## src/rtl/skey_pkg.sv

```systemverilog
package skey_pkg;

  typedef enum logic [1:0] {
    ACC_LOAD      = 2'b00,
    ACC_STORE     = 2'b01,
    ACC_FETCH     = 2'b10,
    ACC_FETCH_ALT = 2'b11
  } accType_e;

  localparam int KEY_W   = 8;
  localparam int CHG_BIT = 1;
  localparam int REF_BIT = 2;

  typedef struct packed {
    logic latchReq;
    logic readKey;
    logic writeBack;
    logic clearAll;
  } ctrlStrobe_t;

endpackage

```

## src/rtl/skey_ctrl.sv

```systemverilog
module skey_ctrl
  import skey_pkg::*;
(
  input  logic        clk,
  input  logic        rst_n,
  input  logic        reqValid,
  input  logic        keyClr,
  output ctrlStrobe_t strb
);

  typedef enum logic [1:0] {ST_IDLE, ST_READ, ST_WRITE} state_e;

  state_e stateQ, stateD;

  always_comb begin
    stateD = stateQ;
    strb   = '0;
    unique case (stateQ)
      ST_IDLE: begin
        if (keyClr) begin
          strb.clearAll = 1'b1;
        end else if (reqValid) begin
          strb.latchReq = 1'b1;
          stateD        = ST_READ;
        end
      end
      ST_READ: begin
        strb.readKey = 1'b1;
        stateD       = ST_WRITE;
      end
      ST_WRITE: begin
        strb.writeBack = 1'b1;
        stateD         = ST_IDLE;
      end
      default: stateD = ST_IDLE;
    endcase
  end

  always_ff @(posedge clk) begin
    if (!rst_n) stateQ <= ST_IDLE;
    else        stateQ <= stateD;
  end

  // an accepted request is read in the next cycle, then written back
  a_r7_latch_then_read: assert property (@(posedge clk) disable iff (!rst_n)
    strb.latchReq |=> strb.readKey);
  a_r7_read_then_write: assert property (@(posedge clk) disable iff (!rst_n)
    strb.readKey |=> strb.writeBack);
  // no acceptance directly after an acceptance
  a_r7_no_overlap: assert property (@(posedge clk) disable iff (!rst_n)
    strb.latchReq |=> !strb.latchReq);

endmodule

```

## src/rtl/skey_datapath.sv

```systemverilog
module skey_datapath
  import skey_pkg::*;
#(
  parameter int ADDR_W    = 32,
  parameter int PAGE_BITS = 12,
  parameter int NUM_PAGES = 64
) (
  input  logic              clk,
  input  logic              rst_n,
  input  ctrlStrobe_t       strb,
  input  logic [ADDR_W-1:0] reqAddr,
  input  logic [1:0]        reqType,
  input  logic              permIn,
  output logic              permOut,
  output logic [KEY_W-1:0]  keyOut,
  output logic              done
);

  localparam int IDX_W = (NUM_PAGES > 1) ? $clog2(NUM_PAGES) : 1;
  localparam logic [ADDR_W:0] MEM_BYTES = (ADDR_W+1)'(NUM_PAGES) << PAGE_BITS;

  logic [KEY_W-1:0] keyMem [NUM_PAGES];

  logic [IDX_W-1:0] idxQ;
  logic             inRangeQ;
  logic             isStoreQ;
  logic             permQ;
  logic [KEY_W-1:0] keyRdQ;
  logic [KEY_W-1:0] keyNew;
  logic             permNew;

  // request capture
  always_ff @(posedge clk) begin
    if (!rst_n) begin
      idxQ     <= '0;
      inRangeQ <= 1'b0;
      isStoreQ <= 1'b0;
      permQ    <= 1'b0;
    end else if (strb.latchReq) begin
      idxQ     <= reqAddr[PAGE_BITS +: IDX_W];
      inRangeQ <= ({1'b0, reqAddr} < MEM_BYTES);
      isStoreQ <= (reqType == ACC_STORE);
      permQ    <= permIn;
    end
  end

  // key read cycle
  always_ff @(posedge clk) begin
    if (!rst_n) begin
      keyRdQ <= '0;
    end else if (strb.readKey) begin
      keyRdQ <= inRangeQ ? keyMem[idxQ] : '0;
    end
  end

  // modify
  always_comb begin
    keyNew          = keyRdQ;
    keyNew[0]       = 1'b0;
    keyNew[REF_BIT] = 1'b1;
    if (isStoreQ) keyNew[CHG_BIT] = 1'b1;
    permNew = permQ;
    if (inRangeQ && !isStoreQ && !keyRdQ[CHG_BIT]) permNew = 1'b0;
  end

  // key storage with write-back and bulk clear
  always_ff @(posedge clk) begin
    if (!rst_n || strb.clearAll) begin
      for (int i = 0; i < NUM_PAGES; i++) keyMem[i] <= '0;
    end else if (strb.writeBack && inRangeQ) begin
      keyMem[idxQ] <= keyNew;
    end
  end

  // result registers
  always_ff @(posedge clk) begin
    if (!rst_n) begin
      done    <= 1'b0;
      permOut <= 1'b0;
      keyOut  <= '0;
    end else begin
      done <= strb.writeBack;
      if (strb.writeBack) begin
        permOut <= permNew;
        keyOut  <= keyRdQ;
      end
    end
  end

  // reference bit present after any in-range write-back
  a_r2_ref_set: assert property (@(posedge clk) disable iff (!rst_n)
    strb.writeBack && inRangeQ |=> keyMem[$past(idxQ)][REF_BIT]);
  // change bit present after a store write-back
  a_r3_store_marks_change: assert property (@(posedge clk) disable iff (!rst_n)
    strb.writeBack && inRangeQ && isStoreQ |=> keyMem[$past(idxQ)][CHG_BIT]);
  // non-store keeps the change bit as it was read
  a_r3_read_keeps_change: assert property (@(posedge clk) disable iff (!rst_n)
    strb.writeBack && inRangeQ && !isStoreQ
      |=> keyMem[$past(idxQ)][CHG_BIT] == $past(keyRdQ[CHG_BIT]));
  // a clean page never yields write permission on a read access
  a_r4_clean_read_withholds: assert property (@(posedge clk) disable iff (!rst_n)
    strb.writeBack && inRangeQ && !isStoreQ && !keyRdQ[CHG_BIT] |=> !permOut);
  // out-of-range requests pass permission and report a zero key
  a_r6_outrange_passes: assert property (@(posedge clk) disable iff (!rst_n)
    strb.writeBack && !inRangeQ |=> (permOut == $past(permQ)) && (keyOut == '0));
  // done is a single-cycle pulse
  a_r7_done_pulse: assert property (@(posedge clk) disable iff (!rst_n)
    done |=> !done);
  // bulk clear empties the key array
  a_r9_clear_zeroes: assert property (@(posedge clk) disable iff (!rst_n)
    strb.clearAll |=> (keyMem[0] == '0) && (keyMem[NUM_PAGES-1] == '0));
  // bit 0 of the reported key is never set
  a_r8_bit0_zero: assert property (@(posedge clk) disable iff (!rst_n)
    done |-> !keyOut[0]);

endmodule

```

## src/rtl/skey_updater.sv

```systemverilog
module skey_updater
  import skey_pkg::*;
#(
  parameter int ADDR_W    = 32,
  parameter int PAGE_BITS = 12,
  parameter int NUM_PAGES = 64
) (
  input  logic              clk,
  input  logic              rst_n,
  input  logic              keyClr,
  input  logic              reqValid,
  input  logic [ADDR_W-1:0] reqAddr,
  input  logic [1:0]        reqType,
  input  logic              permIn,
  output logic              permOut,
  output logic [7:0]        keyOut,
  output logic              done
);

  ctrlStrobe_t strb;

  skey_ctrl ctrl_i (
    .clk      (clk),
    .rst_n    (rst_n),
    .reqValid (reqValid),
    .keyClr   (keyClr),
    .strb     (strb)
  );

  skey_datapath #(
    .ADDR_W    (ADDR_W),
    .PAGE_BITS (PAGE_BITS),
    .NUM_PAGES (NUM_PAGES)
  ) dp_i (
    .clk     (clk),
    .rst_n   (rst_n),
    .strb    (strb),
    .reqAddr (reqAddr),
    .reqType (reqType),
    .permIn  (permIn),
    .permOut (permOut),
    .keyOut  (keyOut),
    .done    (done)
  );

endmodule

```

## config.mk

```make
export PLATFORM = sky130hd
export DESIGN_NAME = skey_updater
export DESIGN_NICKNAME = d
export VERILOG_FILES = /design/src/rtl/skey_pkg.sv /design/src/rtl/skey_ctrl.sv /design/src/rtl/skey_datapath.sv /design/src/rtl/skey_updater.sv
export SDC_FILE = /design/constraint.sdc
export NUM_CORES = 1
export LEC_CHECK = 0
export ABC_AREA = 1
export BUFFER_PORTS_ARGS = -buffer_cell sky130_fd_sc_hd__buf_4
export CORE_MARGIN = 2
export CORE_UTILIZATION = 40
export DETAILED_ROUTE_END_ITERATION = 8
export GPL_ROUTABILITY_DRIVEN = 0
export HOLD_SLACK_MARGIN = 0.05
export PLACE_DENSITY_LB_ADDON = 0.2
export SLEW_MARGIN = 10
export SYNTH_ARGS = -nofsm -noshare
export SYNTH_HDL_FRONTEND = slang
export SYNTH_SLANG_ARGS = --single-unit
```

## constraint.sdc

```tcl
create_clock -name clk -period 2 [get_ports clk]
set_input_delay 0.1 -clock clk [delete_from_list [all_inputs] [get_ports clk]]
set_output_delay 0.1 -clock clk [all_outputs]
set_load 0.02 [all_outputs]
```

Word level (Yosys, flattened, before mapping)
Memory sizes are Yosys's and may differ from the RTL's. A register that Yosys moved wholly into a read port is not among the register bits.
Index checks and enable logic that the tools add are counted.
W data, S select, Z words.
{ "classes": {"n_lt_le_gt_ge": 1, "n_eq_ne": 5, "n_mux": 23, "reduce_logical": 10} }
{ "ops": {"columns": ["cell", "n"], "rows": [
  ["$lt A32 B19 Y1 const B", 1],
  ["$mux W6", 3],
  ["$mux W1", 15],
  ["$mux W8", 1],
  ["$mux W7", 1],
  ["$reduce_or A7 Y1", 1],
  ["$eq A2 B1 Y1 const B", 2],
  ["$mux W2", 2],
  ["$ne A2 B2 Y1 const B", 2],
  ["$pmux W2 S2", 1],
  ["$logic_and A1 B1 Y1", 3],
  ["$logic_not A1 Y1", 3],
  ["$eq A2 B2 Y1 const B", 1],
  ["$logic_not A2 Y1", 1],
  ["$reduce_and A2 Y1", 1],
  ["$logic_or A1 B1 Y1", 1]
]} }
{ "totals": {"register_bits": 29, "mem_bits_rw": 448, "output_inout_bits": 10, "mem_count": 1} }
{ "memory_table": {"columns": ["name", "depth", "word_bits", "read_ports", "rd_clocked_by_memory_dff", "wr", "line", "text"], "rows": [
  ["dp_i.keyMem", 64, 7, 1, 1, 64, "skey_datapath.sv:22", "logic [KEY_W-1:0] keyMem [NUM_PAGES];"]
]} }

Longest topological paths before layout
{ "depth": {"ltp_word": 8, "mapped_depth": 14} }

Cells and area by module
A second synthesis with hierarchy kept.
{ "hier_totals": {"hier_cells": 2349, "hier_area_um2": 21187.8} }
{ "by_module_without_submodules": {"columns": ["mod", "instances", "cells_each", "area_each_um2", "seq_area_each_um2"], "rows": [
  ["skey_datapath", 1, 2331, 21072.7, 13432.9],
  ["skey_ctrl", 1, 18, 115.1, 40.0]
]} }

Least setup slack after synthesis
Ideal clock, no wire load.
{ "synth_path": {"path_kind": "register to register", "from": "register ctrl_i.stateQ[1]", "to": "memory dp_i.keyMem[0][0] (netlist bit) (enable)", "setup_ps": 318, "arrival_time_ps": 1860, "t_required_ps": 1682, "setup_slack_ps": -179, "path_stages_with_launch": 9, "path_buffers": 0, "synth_period_minus_slack_ps": 2179, "path_cell_list": "dfxtp_1 inv_1 nor2_4 inv_1 nor2_2 nand2_1 nor4_4 nand2_1 nand2_1"} }
{ "synth_rtl": {"columns": ["element", "line", "text"], "rows": [
  ["start, declared", "skey_ctrl.sv:13", "state_e stateQ, stateD;"],
  ["start signal, assigned", "skey_ctrl.sv:41", "else stateQ <= stateD;"],
  ["end, declared", "skey_datapath.sv:22", null]
]} }

==> results.sh <==
export IMPL_status="finished clean"
export IMPL_crit_buf_inv=3
export IMPL_antenna_cells=0
export IMPL_drv_cap=0
export IMPL_num_vias=16800
export IMPL_synth_top_cell_by_area="edfxtp_1"
export IMPL_grt_antenna_before_repair=1
export IMPL_place_area_um2=23300
export IMPL_dpl_worst_slack_ps=-58.1
export IMPL_critical_path_slowest_cell="dfxtp_4"
export IMPL_critPathTopFamily="simple AND/OR/NAND/NOR gates"
export IMPL_power_leakage_nw=10.0
export IMPL_drt_initial_drc_count=1440
export IMPL_cts_root_buf="clkbuf_16"
export IMPL_rows=84
export IMPL_path_common_cell="nand2_1"
export IMPL_drc=0
export IMPL_max_freq_mhz=511
export IMPL_cp_start_kind="flip-flop"
export IMPL_arrival_ps=2480
export IMPL_grt_pass1_wl_um=93800
export IMPL_worst_slew_pin_slew_ps=615
export IMPL_path_cells="buf_12 -> buf_12 -> clkbuf_16 -> nand2_1 -> nand3_1 -> nand3_1 -> nand2_1 -> nand2_1 -> nand3_1 -> nand3_2 -> nand2_1 -> nand2_2 -> a21oi_2"
export IMPL_grt_pass1_vias=16000
export IMPL_final_hold_viol_count=0
export IMPL_design_area_um2=26000
export IMPL_nets=2508
export IMPL_drive_above_1_share_pct=16.7
export IMPL_chipWidth_um=234
export IMPL_syn_nets=2377
export IMPL_netlist_instances=2338
export IMPL_finalSetupViolations=0
export IMPL_critPathKind="reg2reg"
export IMPL_slew_viol_final=0
export IMPL_htree_levels=2
export IMPL_synth_seq_cells=481
export IMPL_die_y_um=234
export IMPL_worst_slack_ps=44.5
export IMPL_timing_final_crit_share_pct=97.8
export IMPL_dieArea_um2=54700
export IMPL_critPathMaxFanout=8
export IMPL_rsz0062_at_grt="true"
export IMPL_layoutNonFillerInstCount=3197
export IMPL_postRouteWirelength_um=62600
export IMPL_syn_area_um2=21100
export IMPL_seq_area_frac_synth_pct=63.7
export IMPL_power_density_nw_per_um2=882
export IMPL_total_power_mw=22.9
export IMPL_yosysUniqueCellTypes=21
export IMPL_dp_cells=3067
export IMPL_ir_worst_vdd_mv=0.621
export IMPL_io_pins=49
export IMPL_cts_tree="yes"
export IMPL_nFillCells=4870
export IMPL_clock_latency_ps=590
export IMPL_grt_use_total_pct=22.7
export IMPL_wl_per_cell_um=19.6
export IMPL_max_slew_margin_rel_pct=59.0
export IMPL_overflow=0
export IMPL_clock_sinks=481
export IMPL_required_ps=2530
export IMPL_post_route_util_pct=49.5
export IMPL_hold_ws_ps=349
export IMPL_end_kind="flip-flop"
export IMPL_yosys_top_cells_area="edfxtp_1 55%, nand2_1 15%, dfxtp_1 9.2%, nand3_1 8.9%, nor2_1 7.0%"
export IMPL_areaGrowthSynthToFinish_pct=22.8
export IMPL_path_clk_slew_ps=60
export IMPL_numCtsBuffers=50
export IMPL_cpPeakStageDelay_ps=360
export IMPL_hold_path_class="in2reg"
export IMPL_first_pass_iters=5
export IMPL_initial_core_util_pct=40.3
export IMPL_vias_per_cell=5.27
export IMPL_ant_nets=0
export IMPL_synth_edf_count=384
export IMPL_clockBufferDepth=3
export IMPL_fin_crit_ps=1960
export IMPL_async_flop_share_pct=0
export IMPL_avgSynthCellArea_um2=9.04
export IMPL_ys_flop_type="edfxtp_1"
export IMPL_io_buffer_count=35
export IMPL_core_um2=52400
export IMPL_fin_skew_ps=22.6
export IMPL_synthDominantCellAreaShare_pct=54.5
export IMPL_grt_max_degree=58
export IMPL_post_dp_hpwl_um=38800
export IMPL_yosys_warnings=0
export IMPL_tns_ps=0
layer usage:
layer	GRT usage (%)	up-vias	routed length, um
li1	-	8021	-
met1	30.3	8124	26600
met2	38.3	589	30200
met3	3.02	103	4100
met4	7.65	2	1730
met5	0	-	8
final timing paths:
path	from	to	slack [ps]	cells past startpoint
max	flip-flop	dp_i.keyRdQ[2]	40	13
min	reqType[0]	dp_i.isStoreQ	350	4
max reg2reg	flip-flop	dp_i.keyRdQ[2]	40	13
min reg2reg	dp_i.keyMem[4][1]	dp_i.keyMem[4][1]	450	2
worst min-delay path, cell delays in order:
cell           delay (ps)
buf_4                 110
nand3b_1               70
dlygate4sd3_1         550
a21oi_1                60
power breakdown:
group | internal (mW) | leakage [nW] | switching, mW
logic | 0.766 | 4.20 | 1.53
clock network | 5.38 | 0.801 | 3.86
registers | 11.2 | 5.01 | 0.141
total | 17.4 | 10.0 | 5.53
cells in the final DEF (no fill, tap or decap), types with 3 or more instances in the layout:
cell	n
nand2_1	781
nor2_1	396
edfxtp_1	384
nand3_1	338
buf_4	168
dfxtp_1	94
nand2_2	59
clkbuf_16	54
nand3_2	40
buf_12	30
a21oi_1	19
o21ai_0	16
dlygate4sd3_1	15
inv_1	14
clkbuf_1	12
clkbuf_8	11
clkinv_2	9
nor4_4	8
nor3_1	8
buf_16	8
inv_2	7
clkinv_1	7
nor4_1	4
nor2_4	3
bufinv_16	3
bufbuf_16	3
buf_8	3
cells in the mapped netlist (2+ instances only):
cell,number
nor3_1,8
buf_1,7
edfxtp_1,384
dfxtp_1,97
o21ai_0,16
nand2_1,841
inv_1,21
nor4_1,4
a21oi_1,22
inv_2,2
clkbuf_1,145
nor4_4,8
nand3_1,378
buf_2,2
nor2_1,397
state kept, by name (all words and copies together) (netlist names), named ones only:
register,flops
ctrl_i.stateQ,2
dp_i.done,1
dp_i.idxQ,6
dp_i.inRangeQ,1
dp_i.isStoreQ,1
dp_i.keyMem,448
dp_i.keyOut,7
dp_i.keyRdQ,7
dp_i.permOut,1
dp_i.permQ,1
logic make-up (layout without fill, tap and decap cells):
group	after synthesis	in the layout	share of synthesized area, %
DFF	481	481	63.7
other	1	1	0.0177
buffers and inverters	178	349	3.19
AOI/OAI and AO/OA	38	38	0.899
and+or+nand+nor	1640	1640	32.2
final cells by class:
cell class	count	area, um^2	share of cell area, %
Sequential cell	481	13500	51.9
Multi-Input combinational cell	1679	7390	28.4
Timing Repair Buffer	233	2500	9.62
Clock buffer	73	1450	5.57
Tap cell	688	861	3.31
Clock inverter	19	173	0.665
Inverter	23	114	0.438
Timing Repair inverter	1	11.3	0.0434
repair_timing:
item / CTS / global route
setup buffers: 8 / 5
cloned: 7 / 5
hold buffers: 16 / 0
endpoints found under the setup margin: 1 / 354
resized for setup: 13 / 110
pin swaps: 0 / 16
hold endpoints to repair: 32 / 0
No activity file was read; power rests on OpenSTA's default activity.
